$ cat src/rtl/shc_pkg.sv
package shc_pkg;
    typedef enum logic [1:0] {
        ST_COLLECT,
        ST_PRODUCT,
        ST_GAIN,
        ST_SCALE
    } calc_state_t;
endpackage

$ cat src/rtl/shc_ones_counter.sv
// Counts one bits across an interval of 2**WORDS_LOG2 valid words.
module shc_ones_counter #(
    parameter int DATA_W     = 8,
    parameter int WORDS_LOG2 = 2,
    localparam int WORDS     = 1 << WORDS_LOG2,
    localparam int CNT_W     = $clog2(DATA_W * WORDS) + 1
) (
    input  logic              clk,
    input  logic              rst_n,
    input  logic              word_valid,
    input  logic [DATA_W-1:0] word,
    output logic [CNT_W-1:0]  ones_total,
    output logic              interval_done
);
    localparam logic [WORDS_LOG2-1:0] LAST_IDX = WORDS_LOG2'(WORDS - 1);

    logic [CNT_W-1:0]      pop;
    logic [CNT_W-1:0]      acc;
    logic [WORDS_LOG2-1:0] widx;

    always_comb begin
        pop = '0;
        for (int i = 0; i < DATA_W; i++) begin
            pop = pop + CNT_W'(word[i]);
        end
    end

    always_ff @(posedge clk) begin
        if (!rst_n) begin
            acc           <= '0;
            widx          <= '0;
            ones_total    <= '0;
            interval_done <= 1'b0;
        end else begin
            interval_done <= 1'b0;
            if (word_valid) begin
                if (widx == LAST_IDX) begin
                    ones_total    <= acc + pop;
                    acc           <= '0;
                    widx          <= '0;
                    interval_done <= 1'b1;
                end else begin
                    acc  <= acc + pop;
                    widx <= widx + 1'b1;
                end
            end
        end
    end
endmodule

$ cat src/rtl/shc_sat_add.sv
// Adds two DAC codes and clips the sum at full scale.
module shc_sat_add #(
    parameter int DAC_W = 10
) (
    input  logic [DAC_W-1:0] base,
    input  logic [DAC_W-1:0] corr,
    output logic [DAC_W-1:0] sum
);
    logic [DAC_W:0] wide;

    always_comb begin
        wide = {1'b0, base} + {1'b0, corr};
        sum  = wide[DAC_W] ? {DAC_W{1'b1}} : wide[DAC_W-1:0];
    end
endmodule

$ cat src/rtl/shc_cancel_calc.sv
// Feed-forward self-heating cancellation: K * (N1/N) * max(I1 - I0, 0).
module shc_cancel_calc
    import shc_pkg::*;
#(
    parameter int DATA_W     = 8,
    parameter int WORDS_LOG2 = 2,
    parameter int LVL_W      = 12,
    parameter int K_W        = 8,
    parameter int K_FRAC     = 4,
    parameter int DAC_W      = 10
) (
    input  logic              clk,
    input  logic              rst_n,
    input  logic              tx_valid,
    input  logic [DATA_W-1:0] tx_word,
    input  logic [LVL_W-1:0]  level_one,
    input  logic [LVL_W-1:0]  level_zero,
    input  logic [K_W-1:0]    gain_k,
    input  logic              cancel_en,
    input  logic [DAC_W-1:0]  base_code,
    output logic [DAC_W-1:0]  corr_code,
    output logic [DAC_W-1:0]  heater_code
);
    localparam int N_LOG2 = $clog2(DATA_W) + WORDS_LOG2;
    localparam int CNT_W  = N_LOG2 + 1;
    localparam int P1_W   = LVL_W + CNT_W;
    localparam int P2_W   = P1_W + K_W;
    localparam int SHIFT  = N_LOG2 + K_FRAC;

    calc_state_t      state, state_nx;
    logic [CNT_W-1:0] ones_w;
    logic             done;
    logic [CNT_W-1:0] n1_q;
    logic [LVL_W-1:0] diff_q;
    logic [P2_W-1:0]  prod_q;
    logic [DAC_W-1:0] corr_q;
    logic [LVL_W:0]   diff_raw;
    logic [LVL_W-1:0] diff_clamped;
    logic [P2_W-1:0]  scaled;
    logic [DAC_W-1:0] corr_nx;

    shc_ones_counter #(
        .DATA_W    (DATA_W),
        .WORDS_LOG2(WORDS_LOG2)
    ) i_count (
        .clk          (clk),
        .rst_n        (rst_n),
        .word_valid   (tx_valid),
        .word         (tx_word),
        .ones_total   (ones_w),
        .interval_done(done)
    );

    // Level difference, clamped at zero when the ones level is not above
    always_comb begin
        diff_raw     = {1'b0, level_one} - {1'b0, level_zero};
        diff_clamped = diff_raw[LVL_W] ? '0 : diff_raw[LVL_W-1:0];
    end

    // Divide by N * 2**K_FRAC, saturate to the DAC range
    always_comb begin
        scaled  = prod_q >> SHIFT;
        corr_nx = (|scaled[P2_W-1:DAC_W]) ? {DAC_W{1'b1}} : scaled[DAC_W-1:0];
    end

    // Next-state logic
    always_comb begin
        state_nx = state;
        unique case (state)
            ST_COLLECT: if (done) state_nx = ST_PRODUCT;
            ST_PRODUCT: state_nx = ST_GAIN;
            ST_GAIN:    state_nx = ST_SCALE;
            ST_SCALE:   state_nx = ST_COLLECT;
        endcase
    end

    // State register
    always_ff @(posedge clk) begin
        if (!rst_n) state <= ST_COLLECT;
        else        state <= state_nx;
    end

    // Datapath registers driven by state
    always_ff @(posedge clk) begin
        if (!rst_n) begin
            n1_q   <= '0;
            diff_q <= '0;
            prod_q <= '0;
            corr_q <= '0;
        end else begin
            unique case (state)
                ST_COLLECT: begin
                    if (done) begin
                        n1_q   <= ones_w;
                        diff_q <= diff_clamped;
                    end
                end
                ST_PRODUCT: prod_q <= P2_W'(diff_q) * P2_W'(n1_q);
                ST_GAIN:    prod_q <= prod_q * P2_W'(gain_k);
                ST_SCALE:   corr_q <= corr_nx;
            endcase
        end
    end

    assign corr_code = cancel_en ? corr_q : '0;

    shc_sat_add #(
        .DAC_W(DAC_W)
    ) i_sum (
        .base(base_code),
        .corr(corr_code),
        .sum (heater_code)
    );
endmodule

$ cat config.mk
export PLATFORM = sky130hd
export DESIGN_NAME = shc_cancel_calc
export DESIGN_NICKNAME = d
export VERILOG_FILES = /design/src/rtl/shc_pkg.sv /design/src/rtl/shc_ones_counter.sv /design/src/rtl/shc_sat_add.sv /design/src/rtl/shc_cancel_calc.sv
export SDC_FILE = /design/constraint.sdc
export NUM_CORES = 1
export LEC_CHECK = 0
export BUFFER_PORTS_ARGS = -buffer_cell sky130_fd_sc_hd__buf_4
export CAP_MARGIN = 20
export CORE_UTILIZATION = 25
export DETAILED_ROUTE_END_ITERATION = 8
export HOLD_SLACK_MARGIN = 0.02
export PLACE_DENSITY_LB_ADDON = 0.08
export SLEW_MARGIN = 15
export SYNTH_ARGS = -nofsm -noshare
export SYNTH_HDL_FRONTEND = slang
export SYNTH_HIERARCHICAL = 1
export SYNTH_SLANG_ARGS = --single-unit
$ cat constraint.sdc
create_clock -name clk -period 8.5 [get_ports clk]
set_input_delay 1.275 -clock clk [delete_from_list [all_inputs] [get_ports clk]]
set_output_delay 1.275 -clock clk [all_outputs]
set_load 0.02 [all_outputs]
==> results of run 1 <==
==> placed cells by master (no fill, tap or decap), types with 3 or more instances in the layout <==
cell       instances
a211oi_1          14
a21o_1            13
a21oi_1           46
a21oi_2            4
a22oi_1            9
a31oi_1            6
and2_1           177
and3_1             7
buf_4             75
clkbuf_16          9
dfxtp_1           71
fa_1             167
ha_1              99
inv_1            200
inv_8              3
mux2i_1           11
nand2_1          146
nand2b_1          11
nand3_1           12
nand4_1            6
nor2_1            52
nor2b_1            9
nor3_1            14
nor3b_1            3
o211a_1            7
o211ai_1           4
o21a_1            11
o21ai_0           42
o21ai_1            9
o21bai_1           6
o221a_2           10
o22ai_1            3
o31ai_1            7
or3_1              5
xnor2_1           35
xor2_1            21
==> tightest hold or removal path: stages, from the launching register on <==
cell and delay (ps):
dfxtp_1 310, nand2_1 50, a21oi_1 50
==> state kept, by name (all words and copies together), names as in the netlist <==
register / count
prod_q: 26
corr_q: 10
i_count/widx: 2
i_count/acc: 6
i_count/interval_done: 1
i_count/ones_total: 6
n1_q: 6
diff_q: 12
state: 2
==> cells by family after synthesis <==
group           share of synthesized area [%]
xor+xnor                                 4.29
fa+ha+maj                                40.1
mux                                      1.16
buf+inv                                  8.30
flops                                    12.4
simple gates                             20.9
compound gates                           12.9
==> metrics by stage <==
step                      instances  util [%]
final                          1969      28.5
after global routing           1969      28.5
after CTS                      1969      28.5
after detailed placement       1953      27.7
after global placement         1953      27.7
after floorplan                1325         -
==> cell type report <==
type                    instances  area, µm²
fillers                      4926      32400
inverters                     200        751
clock inverters                 7        110
multi-input cells            1007       9070
well taps                     600        751
clock buffers                   9        225
repair buffers                 75        563
flip-flops and latches         71       1420
==> how the worst max path moves through the flow <==
| stage | startpoint | end | slack, ps | cells past startpoint |
|---|---|---|---|---|
| finish | gain_k[4] | prod_q[25] | 2790 | 18 |
| global route | gain_k[7] | prod_q[23] | 2520 | 18 |
| CTS | gain_k[4] | prod_q[25] | 2770 | 18 |
| detailed placement | gain_k[4] | prod_q[25] | 2420 | 18 |
| global placement | gain_k[6] | prod_q[25] | 2440 | 18 |
| floorplan | gain_k[6] | prod_q[24] | 2650 | 18 |
==> per-layer routing <==
layer  global-route usage [%]  wire (µm)
met1                     19.0      15000
met2                     22.9      14400
met5                        0          0
met3                     1.47        638
met4                     2.09        224
==> where the power goes <==
part | internal, W | switching, W | leakage, nW
sequential | 0.000375 | 0.000105 | 0.575
combinational | 0.000677 | 0.000915 | 5.48
clock | 0.000265 | 0.000196 | 0.162
total | 0.00132 | 0.00122 | 6.21
==> results.yml, run 1 <==
status:
  status: "completed"
floorplanning:
  start_util_pct: 25.3
  die_area_um2: 46600
  io_pins: 74
  die_h_um: 216
  coreArea_um2: 45300
  num_rows: 78
  dieWidth_um: 216
route:
  drt_iter0_drc: 271
  vias_per_cell: 4.46
  final_antenna_net_count: 0
  drc_errors: 0
  detail_route.first_pass.iterations: 5
  num_vias: 8775
  wire_per_inst_um: 15.4
  wl_mm: 30.3
synth:
  synth.largest_area_cell: "fa_1"
  syn_area_per_cell_um2: 8.63
  synth-seq-cells: 71
  synthArstFlopShare_pct: 0
  synth_nets: 1645
  synth_top_area_share_pct: 29.2
  netlist_area_um2: 11400
  yosys_warnings: 6
  ys_seq_area_share_pct: 12.4
  synth.distinct_cells: 66
  synth_edf_count: 0
  synthCells: 1325
  ys.flop_type: "dfxtp_1"
  synth_commonest_cells: "inv_1 (200), and2_1 (177), fa_1 (167)"
  netlist_top_cells_area: "fa_1 (29%), dfxtp_1 (12%), ha_1 (11%)"
  yosysMostFrequentCell: "inv_1"
worst_setup_path:
  worstPathArrival_ps: 5990
  reg2reg_slack_ps: 3360
  crit_family: "adder cells"
  cp.buffers_inverters: 3
  cp_cell_sequence: "buf_4, and2_1, fa_1, fa_1, fa_1, inv_1, fa_1, inv_1, ha_1, a21o_1, a211oi_2, o32ai_1, a21oi_1, a211oi_1, nor3_1, o21bai_1, xnor2_1, o21ai_0"
  slowest_delay_ps: 560
  path_class: "in2reg"
  reg2regPathDepth: 17
  reg2reg_to: "prod_q[25]"
  path_common_cell: "fa_1"
  crit_fanout: 22
  cp-end-kind: "register"
  reg2reg_from: "prod_q[10]"
  critPathLaunchType: "input port"
  required_ps: 8780
  crit_slowest_cell: "fa_1"
power_and_ir_drop:
  p_per_area_nw_per_um2: 197
  total_power_w: 0.00253
  p_leak_nw: 6.21
  peakVddDrop_mv: 0.115
grt:
  grt_pass1_vias: 9505
  antenna_found_initial: 0
  overflow: 0
  grt_first_pass_wirelength_mm: 51.1
  grtUsageTotal_pct: 13.6
  grt_max_degree: 39
min_path:
  hold_depth: 2
  worstHoldEndpoint: "n1_q[0]"
  min_from: "i_count/ones_total[0]"
  hold_class: "reg2reg"
clock_network:
  cts_resized: 0
  cts_inserted_buffers: 9
  clock_latency_ps: 360
  cts_htree_levels: 3
  clk_pin_slew_ps: 70
  hold_buffers: 0
  tritoncts: "yes"
  cts-root-buf: "clkbuf_16"
  clockBufferDepth: 2
  cts_setup_buffers: 0
  clock_sinks: 71
timing:
  finalCritPeriodShare_pct: 67.1
  rsz0062_at_grt: "no"
  clock_skew_ps: 15.1
  setup_ws_ps: 2790
  tightestPinTransition_ps: 796
  tns_ps: 0
  maxSlewHeadroom_pct: 46.9
  hold_ws_ps: 456
  fin_crit_ps: 5710
  maxClockFrequency_ghz: 0.175
  hold_viol_final: 0
  finalSetupViolCount: 0
  slew_violations: 0
placed_design:
  globalplace.congestion: 0.757
  place_ws_ps: 2420
  dp_hpwl_mm: 24.5
  placed_cell_area_um2: 12600
  io_buffers: 73
layout:
  drive_above_1_share_pct: 9.20
  final_nets: 1684
  syn_to_final_growth_pct: 12.7
  diodes: 0
  design_area_um2: 12900
job:
  drv_cap: 0
Note: power is estimated with default switching activity, not from simulation.
==> inputs of run 2 (changes only) <==
==> constraint.sdc (replaced) <==
create_clock -name clk -period 4.6 [get_ports clk]
set_input_delay 0.69 -clock clk [delete_from_list [all_inputs] [get_ports clk]]
set_output_delay 0.69 -clock clk [all_outputs]
set_load 0.02 [all_outputs]
==> run 2 against run 1 <==
  * First-iteration DRC count up 7.0%
  * Clock skew shrank 4.9 ps
  * Non-clock buffer count up 131
  * Hold slack better by 0.52 ps
  * Flip-flop and latch count is the same
  * Core utilization up 3.8 points
  * Critical path depth increased by 1
  * Clock power up 84%
  * Sequential share of layout area decreased by 1.1 points
  * Critical path type unchanged
==> results.yml, run 2 (same netlist as run 1, synthesis figures left out) <==
status:
  status: "completed"
placed_design:
  io_buffers: 73
  globalplace.congestion: 0.776
  place_ws_ps: -587
  dp_hpwl_mm: 27.2
timing:
  slew_violations: 0
  finalCritPeriodShare_pct: 99.5
  fin_crit_ps: 4580
  maxSlewHeadroom_pct: 41.8
  hold_ws_ps: 456
  rsz0062_at_grt: "yes"
  maxClockFrequency_ghz: 0.218
  setup_ws_ps: 22.6
  tightestPinTransition_ps: 873
  hold_viol_final: 0
  clock_skew_ps: 10.2
  tns_ps: 0
  finalSetupViolCount: 0
worst_setup_path:
  required_ps: 4850
  reg2reg_slack_ps: 50
  reg2reg_from: "prod_q[4]"
  crit_fanout: 9
  path_class: "in2reg"
  reg2regPathDepth: 18
  cp-end-kind: "register"
  critPathLaunchType: "input port"
  worstPathArrival_ps: 4820
  reg2reg_to: "prod_q[14]"
clock_network:
  hold_buffers: 0
  clockBufferDepth: 2
  cts-root-buf: "clkbuf_16"
  clock_latency_ps: 370
  cts_htree_levels: 3
  cts_inserted_buffers: 9
  clk_pin_slew_ps: 70
  clock_sinks: 71
  tritoncts: "yes"
layout:
  fill_cells: 4853
  syn_to_final_growth_pct: 27.9
  ff_latch_area_um2: 1460
  fin_util_pct: 32.3
  diodes: 0
  reg_top3: "prod_q: 26 flops, diff_q: 12 flops, corr_q: 10 flops"
  regMostFlops: "prod_q"
  largest_reg_flops: 26
  final_common_cell: "buf_4"
  drive_above_1_share_pct: 25.3
  final_nets: 1815
  multiInputGateArea_um2: 9610
  mostFrequentLayoutCells: "buf_4 (189), inv_1 (185), fa_1 (156)"
min_path:
  worstHoldEndpoint: "n1_q[0]"
  hold_class: "reg2reg"
  hold_depth: 2
  min_from: "i_count/ones_total[0]"
floorplanning:
  die_area_um2: 46600
  start_util_pct: 25.3
  coreArea_um2: 45300
  dieWidth_um: 216
  io_pins: 74
  num_rows: 78
  die_h_um: 216
route:
  vias_per_cell: 4.39
  wire_per_inst_um: 15.7
  wl_mm: 33.0
  num_vias: 9209
  drc_errors: 0
  drt_iter0_drc: 290
  detail_route.first_pass.iterations: 4
  final_antenna_net_count: 0
job:
  drv_cap: 0
grt:
  overflow: 0
  grt_first_pass_wirelength_mm: 54.6
  grt_max_degree: 39
  antenna_found_initial: 1
  grtUsageTotal_pct: 14.9
  grt_pass1_vias: 10100
power_and_ir_drop:
  p_leak_nw: 6.97
  p_per_area_nw_per_um2: 411
  peakVddDrop_mv: 0.225
[run 2: cell count changes in the layout (fill, tap and decap cells not counted), moves of 14 or more]
cell     change
and2_1      -24
and2_4      +24
buf_4      +114
dfxtp_1     -16
ha_1        -14
ha_4        +14
inv_1       -15
inv_2       +15
o21ai_0     -14
[run 2: cell type report]
cell class,count,area share (%)
Multi-Input combinational cell,1007,65.7
Clock inverter,7,0.744
Inverter,200,5.13
Tap cell,600,5.13
Sequential cell,71,9.96
Timing Repair Buffer,206,11.8
Clock buffer,9,1.54
[run 2: worst max-delay path by stage]
stage	start	to	cells after the start
6_report	gain_k[6]	prod_q[14]	19
5_1_grt	gain_k[2]	prod_q[25]	19
4_1_cts	prod_q[4]	prod_q[24]	18
3_5_place_dp	gain_k[4]	prod_q[25]	18
3_3_place_gp	gain_k[4]	prod_q[25]	18
2_1_floorplan	gain_k[6]	prod_q[24]	18
[run 2: stage by stage]
| stage | cells | power [W] | instance area [µm²] |
|---|---|---|---|
| 5_1_grt | 2100 | 0.00668 | 14600 |
| 3_5_place_dp | 2069 | 0.00460 | 13600 |
| 2_1_floorplan | 1325 | 0.00331 | 11700 |
| 3_3_place_gp | 2069 | 0.00470 | 13600 |
| 4_1_cts | 2091 | 0.00581 | 14300 |
| 6_report | 2100 | 0.00601 | 14600 |
[run 2: where the power goes]
group / total (W) / switching [W] / leakage [nW] / internal [W]
logic: 0.00432 / 0.00218 / 6.22 / 0.00214
registers: 0.000840 / 0.000133 / 0.584 / 0.000707
clock network: 0.000852 / 0.000362 / 0.165 / 0.000490
total: 0.00601 / 0.00268 / 6.97 / 0.00334
[run 2: timing repair]
| item | 4_1_cts | 5_1_grt |
|---|---|---|
| gates resized for setup | 65 | 80 |
| pin swaps | 43 | 56 |
| cloned | 1 | 2 |
| setup endpoints to repair | 11 | 13 |
| setup buffers | 5 | 7 |
[run 2: layer usage]
| metal | GRT usage (%) | share of wire (%) | up-vias |
|---|---|---|---|
| li1 | - | - | 4604 |
| met1 | 19.7 | 47 | 4480 |
| met2 | 25.8 | 49 | 106 |
| met3 | 1.83 | 2.4 | 19 |
| met4 | 3.19 | 1.2 | 0 |
| met5 | 0 | 0 | - |
[run 2: worst max-delay path, stage by stage]
cell      delay [ps]
buf_6            120
nand2_2           70
fa_1             490
fa_1             490
inv_1             50
fa_1             480
inv_2             50
fa_1             560
inv_2             70
ha_4             240
buf_6            120
nor3_4           200
nor2_4            70
a31oi_4          200
o21bai_2         100
a221o_1          330
xor2_1           160
mux2i_1          230
a21oi_1          100
==> inputs of run 3 (changes only) <==
--- a/config.mk
+++ b/config.mk
@@ -5,7 +5,7 @@
 export SDC_FILE = /design/constraint.sdc
 export NUM_CORES = 1
 export LEC_CHECK = 0
-export BUFFER_PORTS_ARGS = -buffer_cell sky130_fd_sc_hd__buf_4
+export BUFFER_PORTS_ARGS = -buffer_cell sky130_fd_sc_hd__buf_2
 export CAP_MARGIN = 20
 export CORE_UTILIZATION = 25
 export DETAILED_ROUTE_END_ITERATION = 8
==> constraint.sdc (replaced) <==
create_clock -name clk -period 5.3 [get_ports clk]
set_input_delay 0.795 -clock clk [delete_from_list [all_inputs] [get_ports clk]]
set_output_delay 0.795 -clock clk [all_outputs]
set_load 0.02 [all_outputs]
==> run 3 against run 2 <==
  * Sequential power is 13% lower
  * Non-clock buffer count shrank 69
  * Largest power group unchanged
  * Global-route usage down 1.1 points
  * Critical path type unchanged
  * Die area stayed put
==> results.yml, run 3 (same netlist as run 1, synthesis figures left out) <==
status:
  status: "completed"
worst_setup_path:
  worstPathArrival_ps: 5320
  reg2regPathDepth: 16
  required_ps: 5550
  cp-end-kind: "register"
  path_class: "in2reg"
  reg2reg_slack_ps: 320
  critPathLaunchType: "input port"
  crit_fanout: 10
route:
  num_vias: 8888
  drc_errors: 0
  routed.top_layer: "met4"
  drt_iter0_drc: 279
  wl_met2_mm: 14.3
  detail_route.first_pass.iterations: 4
  wire_per_inst_um: 14.9
  m1WireLength_mm: 15.1
  wl_met3_um: 662
  vias_per_cell: 4.37
  wl_mm: 30.4
  final_antenna_net_count: 0
layout:
  mostFrequentLayoutCells: "inv_1 (200), and2_1 (177), fa_1 (167)"
  largest_reg_flops: 26
  reg_top3: "prod_q: 26 flops, diff_q: 12 flops, corr_q: 10 flops"
  final_nets: 1746
  regMostFlops: "prod_q"
  syn_to_final_growth_pct: 15.0
  final_common_cell: "inv_1"
  drive_above_1_share_pct: 13.1
  design_area_um2: 13200
grt:
  antenna_found_initial: 0
  grt_first_pass_wirelength_mm: 51.4
  grt_max_degree: 39
  grt_pass1_vias: 9489
  grtUsageTotal_pct: 13.8
  overflow: 0
min_path:
  hold_depth: 2
  hold_class: "reg2reg"
power_and_ir_drop:
  peakVddDrop_mv: 0.204
  p_leak_nw: 6.47
  p_per_area_nw_per_um2: 330
floorplanning:
  die_h_um: 216
  start_util_pct: 25.3
  die_area_um2: 46600
  coreArea_um2: 45300
  io_pins: 74
  num_rows: 78
  dieWidth_um: 216
timing:
  setup_ws_ps: 229
  maxSlewHeadroom_pct: 47.7
  fin_crit_ps: 5070
  hold_viol_final: 0
  tightestPinTransition_ps: 783
  slew_violations: 0
  finalSetupViolCount: 0
  maxClockFrequency_ghz: 0.197
  hold_ws_ps: 452
  clock_skew_ps: 13.6
  finalCritPeriodShare_pct: 95.7
  rsz0062_at_grt: "no"
clock_network:
  clock_sinks: 71
  clockBufferDepth: 2
  hold_buffers: 0
  tritoncts: "yes"
  cts_htree_levels: 3
  clk_pin_slew_ps: 70
  cts-root-buf: "clkbuf_16"
  cts_inserted_buffers: 9
  clock_latency_ps: 370
job:
  drv_cap: 0
placed_design:
  dp_hpwl_mm: 25.3
  globalplace.congestion: 0.771
  placed_cell_area_um2: 12800
  io_buffers: 73
  place_ws_ps: -142
## run 3: area by class of cell
type                       count  area [µm²]
multi-input combinational   1007        9070
tap                          600         751
fill                        4976       32100
antenna                        1        2.50
sequential                    71        1420
inverter                     200         751
clock inverter                 7        77.6
timing repair buffer         137         863
clock buffer                   9         225
## run 3: metal layers
layer	global-route usage, %	vias up
li1	-	4456
met1	19.0	4322
met2	22.8	90
met3	2.10	20
met4	2.91	0
met5	0	-
## run 3: final timing paths
path                                   end                  start
worst max register to register  prod_q[24]              prod_q[9]
worst min register to register     n1_q[0]  i_count/ones_total[0]
worst min-delay path               n1_q[0]  i_count/ones_total[0]
worst max-delay path            prod_q[24]              gain_k[7]
## run 3: critical path: stages
cell,delay [ps]
clkbuf_4,170
and2_1,190
fa_1,510
fa_1,530
fa_1,560
inv_1,60
fa_1,530
inv_1,40
ha_1,310
a21o_1,210
a211oi_2,300
nand3_1,190
a21oi_2,210
o31ai_1,120
o31ai_1,300
mux2i_1,210
o21ai_0,80
## run 3: through the flow
| stage | power [W] | setup TNS [ps] | std cells | utilization [%] |
|---|---|---|---|---|
| 6_report | 0.00434 | 0 | 2032 | 29.1 |
| 5_1_grt | 0.00489 | 0 | 2031 | 29.1 |
| 4_1_cts | 0.00446 | 0 | 2031 | 29.0 |
| 3_5_place_dp | 0.00371 | -685 | 2015 | 28.4 |
| 3_3_place_gp | 0.00374 | -684 | 2015 | 28.4 |
| 2_1_floorplan | 0.00262 | 0 | 1325 | - |
## run 3: report_power, final
| group | switching [W] | internal [W] | total [W] | leakage, nW |
|---|---|---|---|---|
| combinational | 0.00157 | 0.00137 | 0.00294 | 5.74 |
| sequential | 0.000133 | 0.000602 | 0.000735 | 0.575 |
| clock | 0.000295 | 0.000372 | 0.000666 | 0.153 |
| total | 0.00200 | 0.00235 | 0.00434 | 6.47 |
## run 3: repair_timing
action / 4_1_cts / 5_1_grt
setup buffers: 0 / 0
setup endpoints to repair: 0 / 1
gates resized for setup: 0 / 3
